[config.mk]
export PLATFORM = sky130hd
export DESIGN_NAME = dma_chan_arbiter
export DESIGN_NICKNAME = d
export VERILOG_FILES = /design/src/rtl/arb_pkg.sv /design/src/rtl/arb_req_mask.sv /design/src/rtl/arb_fixed_pick.sv /design/src/rtl/arb_rr_pick.sv /design/src/rtl/dma_chan_arbiter.sv
export SDC_FILE = /design/constraint.sdc
export NUM_CORES = 1
export LEC_CHECK = 0
export ABC_AREA = 1
export BUFFER_PORTS_ARGS = -buffer_cell sky130_fd_sc_hd__buf_2
export CORE_UTILIZATION = 45
export DETAILED_ROUTE_END_ITERATION = 12
export GPL_TIMING_DRIVEN = 0
export PLACE_DENSITY = 0.67
export SYNTH_ARGS = -nofsm -noshare
export SYNTH_HDL_FRONTEND = slang
export SYNTH_HIERARCHICAL = 1
export SYNTH_SLANG_ARGS = --single-unit
[constraint.sdc]
create_clock -name clk -period 2.1 [get_ports clk]
set_input_delay 0.21 -clock clk [delete_from_list [all_inputs] [get_ports clk]]
set_output_delay 0.21 -clock clk [all_outputs]
set_load 0.01 [all_outputs]
[src/rtl/arb_pkg.sv]
package arb_pkg;
    localparam int NUM_CH = 4;
    localparam int CH_W   = $clog2(NUM_CH);

    typedef logic [CH_W-1:0] ch_idx_t;

    typedef enum logic [1:0] {
        MODE_ASCEND    = 2'b00,
        MODE_SKIP_ONE  = 2'b01,
        MODE_TWO_FIRST = 2'b10,
        MODE_ROTATE    = 2'b11
    } prio_mode_e;

    typedef enum logic [1:0] {
        ST_IDLE  = 2'd0,
        ST_GRANT = 2'd1,
        ST_HALT  = 2'd2
    } arb_state_e;

    // Channel sitting at rank r (0 = strongest) for each fixed order.
    function automatic ch_idx_t rank_to_chan(prio_mode_e m, int r);
        ch_idx_t c;
        unique case (m)
            MODE_SKIP_ONE:  c = (r == 0) ? ch_idx_t'(0) : (r == 1) ? ch_idx_t'(2) :
                                (r == 2) ? ch_idx_t'(3) : ch_idx_t'(1);
            MODE_TWO_FIRST: c = (r == 0) ? ch_idx_t'(2) : (r == 1) ? ch_idx_t'(0) :
                                (r == 2) ? ch_idx_t'(1) : ch_idx_t'(3);
            default:        c = ch_idx_t'(r);
        endcase
        return c;
    endfunction
endpackage

[src/rtl/arb_req_mask.sv]
module arb_req_mask #(
    parameter int N = 4
) (
    input  logic [N-1:0] req,
    input  logic [N-1:0] en,
    output logic [N-1:0] eff,
    output logic         any
);
    for (genvar i = 0; i < N; i++) begin : g_mask
        assign eff[i] = req[i] & en[i];
    end
    assign any = |eff;
endmodule

[src/rtl/arb_fixed_pick.sv]
module arb_fixed_pick
    import arb_pkg::*;
(
    input  logic [NUM_CH-1:0] eff,
    input  prio_mode_e        mode,
    output logic              hit,
    output ch_idx_t           idx
);
    // Walk from weakest to strongest rank; the last match is the winner.
    always_comb begin
        hit = 1'b0;
        idx = '0;
        for (int r = NUM_CH - 1; r >= 0; r--) begin
            if (eff[rank_to_chan(mode, r)]) begin
                hit = 1'b1;
                idx = rank_to_chan(mode, r);
            end
        end
    end
endmodule

[src/rtl/arb_rr_pick.sv]
module arb_rr_pick
    import arb_pkg::*;
(
    input  logic [NUM_CH-1:0] eff,
    input  ch_idx_t           ptr,
    output logic              hit,
    output ch_idx_t           idx
);
    always_comb begin
        hit = 1'b0;
        idx = '0;
        for (int i = NUM_CH - 1; i >= 0; i--) begin
            if (eff[(int'(ptr) + i) % NUM_CH]) begin
                hit = 1'b1;
                idx = ch_idx_t'((int'(ptr) + i) % NUM_CH);
            end
        end
    end
endmodule

[src/rtl/dma_chan_arbiter.sv]
module dma_chan_arbiter
    import arb_pkg::*;
(
    input  logic              clk,
    input  logic              rst_n,
    input  logic [NUM_CH-1:0] req,
    input  logic [NUM_CH-1:0] chan_en,
    input  logic [1:0]        prio_mode,
    input  logic              addr_err,
    input  logic              xfer_done,
    output logic [NUM_CH-1:0] grant,
    output logic              grant_valid
);
    arb_state_e        state_q, state_d;
    prio_mode_e        mode_q;
    ch_idx_t           win_q, ptr_q;
    logic [NUM_CH-1:0] eff;
    logic              any_req;
    logic              fix_hit, rr_hit;
    ch_idx_t           fix_idx, rr_idx, pick_idx;

    arb_req_mask #(.N(NUM_CH)) u_mask (
        .req (req),
        .en  (chan_en),
        .eff (eff),
        .any (any_req)
    );

    arb_fixed_pick u_fixed (
        .eff  (eff),
        .mode (mode_q),
        .hit  (fix_hit),
        .idx  (fix_idx)
    );

    arb_rr_pick u_rr (
        .eff (eff),
        .ptr (ptr_q),
        .hit (rr_hit),
        .idx (rr_idx)
    );

    assign pick_idx = (mode_q == MODE_ROTATE) ? rr_idx : fix_idx;

    // Next-state logic
    always_comb begin
        state_d = state_q;
        unique case (state_q)
            ST_IDLE:  if (addr_err)     state_d = ST_HALT;
                      else if (any_req) state_d = ST_GRANT;
            ST_GRANT: if (addr_err)     state_d = ST_HALT;
                      else if (xfer_done) state_d = ST_IDLE;
            ST_HALT:  if (!addr_err)    state_d = ST_IDLE;
            default:  state_d = ST_IDLE;
        endcase
    end

    // State register
    always_ff @(posedge clk or negedge rst_n) begin
        if (!rst_n) state_q <= ST_IDLE;
        else        state_q <= state_d;
    end

    // Mode, winner and rotation pointer
    always_ff @(posedge clk or negedge rst_n) begin
        if (!rst_n) begin
            mode_q <= MODE_ASCEND;
            win_q  <= '0;
            ptr_q  <= '0;
        end else begin
            mode_q <= prio_mode_e'(prio_mode);
            if (state_q == ST_IDLE && state_d == ST_GRANT)
                win_q <= pick_idx;
            if (state_q == ST_GRANT && xfer_done && mode_q == MODE_ROTATE)
                ptr_q <= (int'(win_q) == NUM_CH - 1) ? ch_idx_t'(0) : ch_idx_t'(win_q + 1'b1);
        end
    end

    // Outputs
    always_comb begin
        grant       = '0;
        grant_valid = 1'b0;
        unique case (state_q)
            ST_GRANT: begin
                grant[win_q] = 1'b1;
                grant_valid  = 1'b1;
            end
            ST_IDLE, ST_HALT: ;
            default: ;
        endcase
    end

    AST_GRANT_SHAPE: assert property (@(posedge clk) disable iff (!rst_n)
        $onehot0(grant) && (grant_valid == (grant != '0)));
    AST_SUSPEND_ON_ERR: assert property (@(posedge clk) disable iff (!rst_n)
        addr_err |=> !grant_valid);
    AST_GRANT_HELD: assert property (@(posedge clk) disable iff (!rst_n)
        grant_valid && !xfer_done && !addr_err |=> grant_valid && $stable(grant));
    AST_MASKED_ONLY: assert property (@(posedge clk) disable iff (!rst_n)
        $rose(grant_valid) |-> (grant & $past(req & chan_en)) != '0);
    AST_LONE_REQ: assert property (@(posedge clk) disable iff (!rst_n)
        state_q == ST_IDLE && !addr_err && $countones(req & chan_en) == 1
        |=> grant == $past(req & chan_en));
    AST_CH2_FIRST: assert property (@(posedge clk) disable iff (!rst_n)
        state_q == ST_IDLE && !addr_err && mode_q == MODE_TWO_FIRST && req[2] && chan_en[2]
        |=> grant[2]);
endmodule

==> metrics.yaml <==
status:
  run_status: "completed"
grt:
  overflow: 0
  gr-usage-all-layers: 0.1770
  grt_antenna_before_repair: 0
  grt.busiest_layer: "met2"
  grt_pass1_vias: 768
  grt.met2_usage: 0.2973
  grtUsageMet3: 0.02264
  grt_max_degree: 11
  grt_pass1_wl_um: 2863
  grt_use_met1: 0.2263
setup_path:
  critPathMaxStageDelay_ns: 0.44
  timing.rr.start: "mode_q[0]"
  arrival_ns: 1.98
  crit_chain: "inv_1 -> ha_1 -> inv_2 -> nand2_1 -> nand3_1 -> nand2_1 -> a21oi_1 -> nand2_1 -> nor2_1 -> nand2_1 -> nand2_1 -> nand2_1 -> nand2_1"
  r2r_slack_ns: 0.31
  reg2reg_to: "win_q[0]"
  r2r_cells: 13
  cpMostUsedCell: "nand2_1"
  crit_path_end_kind: "flop"
  start_kind: "flop"
  path_max_fanout: 7
  setup.worst_path.class: "reg2reg"
  cp_slowest_cell: "dfrtp_1"
  cp.required_ns: 2.29
place:
  dp_cells: 206
  gp_congestion: 0.8748
  numPortBuffers: 18
  place_hpwl_um: 1530
pwr:
  ir_drop_uv: 535.7
  switching_power_mw: 0.3303
  p_clk_frac: 0.152
  p_int_mw: 0.4169
  leakage_nw: 0.6953
  pwr-share-seq: 0.300
  power_switching_share: 0.4421
  combinationalPowerShare: 0.548
  p_per_area_nw_per_um2: 681.0
job:
  maxCapViolCount: 0
sta:
  hold_violations: 0
  tightest_slew_ns: 0.2000
  timing.slew.headroom: 0.8653
  timing.setup.tns_ns: 0
  maxSlewViolCount: 0
  setup_violations: 0
  post-route-min-period_ns: 1.790
  max_freq_mhz: 558.6
  period_share: 0.8524
  skew_ns: 0.004366
  rsz0062_at_grt: "false"
floorplanning:
  die_area_um2: 2278
  chipHeight_um: 47.73
  core_area_um2: 1962
  die_w_um: 47.73
  rows: 16
  io_pins: 19
  start_util: 0.4796
synth:
  syn_area_um2: 940.9
  synthesis.nets: 182
  yosysWarnings: 6
  synthCells: 161
  synth.avg_cell_area_um2: 5.844
min_path:
  hp-class: "in2reg"
  whs_path_depth: 1
  min-delay-start: "prio_mode[1]"
  hold_path_end: "mode_q[1]"
final_layout:
  nets: 206
  nFillCells: 216
  drive_gt1_frac: 0.2131
  area_growth_pct: 16.62
  final_common_cell: "nand2_1"
  layout_common_cells: "nand2_1 (60), inv_1 (31), buf_2 (18)"
  finalNonFillerCells: 210
  num_antenna_cells: 0
clocking:
  postCtsSetupBuffers: 0
  cts_max_level: 1
  cts_made_buffers: 3
  cts.sinks: 8
  cts_tree: "done"
  clockRootBuffer: "clkbuf_4"
  clk_pin_slew_ns: 0.05
  clock_latency_ns: 0.25
  clockBufferDepth: 2
detailed_routing:
  drt_iter0_drc: 3
  drcViolationCount: 0
  vias: 927
  wirelength_um: 1827
  first_pass_iters: 3
  via_per_inst: 4.414
  ant_nets: 0
  routedWlPerCell_um: 8.700
-- registers in the layout, summed over array words and instances, names as in the netlist --
name / flops
ptr_q: 2
state_q: 2
win_q: 2
mode_q: 2
-- stage by stage --
step,hold slack (ns),power (mW),util,instance area (µm²),setup WS (ns)
after floorplan,-0.08559,0.5505,-,940.9,0.5063
after global placement,0.06607,0.6239,0.5427,1065,0.3412
after detailed placement,0.06189,0.6343,0.5427,1065,0.3184
after CTS,0.05627,0.7575,0.5593,1097,0.3048
after global routing,0.04787,0.8335,0.5593,1097,0.06760
final,0.06333,0.7473,0.5593,1097,0.3099
-- how the worst max path moves through the flow --
stage	startpoint	endpoint	slack [ns]	cells past startpoint
2_1_floorplan	mode_q[0]	win_q[0]	0.51	13
3_3_place_gp	mode_q[0]	win_q[0]	0.34	13
3_5_place_dp	mode_q[0]	win_q[0]	0.32	13
4_1_cts	mode_q[0]	win_q[0]	0.30	13
5_1_grt	mode_q[0]	win_q[0]	0.07	13
6_report	mode_q[0]	win_q[0]	0.31	13
-- per-layer routing --
metal	share of wire	wire (µm)
met1	0.47	865
met2	0.49	890
met3	0.026	48
met4	0.012	22
met5	0	0
-- worst max-delay path: cells and delay by family (launching register included) --
family	cells	cell delay [ns]
buffers and inverters	2	0.19
AND/OR/NAND/NOR	9	0.60
AO/OA/AOI/OAI	1	0.13
flip-flops	1	0.44
adder cells (fa/ha/maj)	1	0.38
-- power by group through the flow --
stage,Sequential (mW),Clock (mW),Combinational [mW]
floorplan,0.219,0,0.332
global placement,0.228,0,0.396
detailed placement,0.228,0,0.407
finish,0.224,0.114,0.410
global route,0.230,0.126,0.477
CTS,0.225,0.120,0.412
-- repair_timing --
| item | CTS | global route |
|---|---|---|
| endpoints found under the setup margin | 0 | 0 |
| resized for setup | 0 | 0 |
| hold buffers | 1 | 0 |
| endpoints found under the hold margin | 8 | 0 |
-- final cells by class --
| type | count | area, µm² | area share |
|---|---|---|---|
| Sequential cell | 8 | 200.2 | 0.1824 |
| Timing Repair Buffer | 19 | 100.1 | 0.09122 |
| Inverter | 36 | 136.4 | 0.1243 |
| Multi-Input combinational cell | 116 | 593.1 | 0.5405 |
| Clock buffer | 3 | 22.52 | 0.02052 |
| Tap cell | 27 | 33.78 | 0.03079 |
| Buffer | 1 | 11.26 | 0.01026 |
No activity file was read; power rests on OpenSTA's default activity.
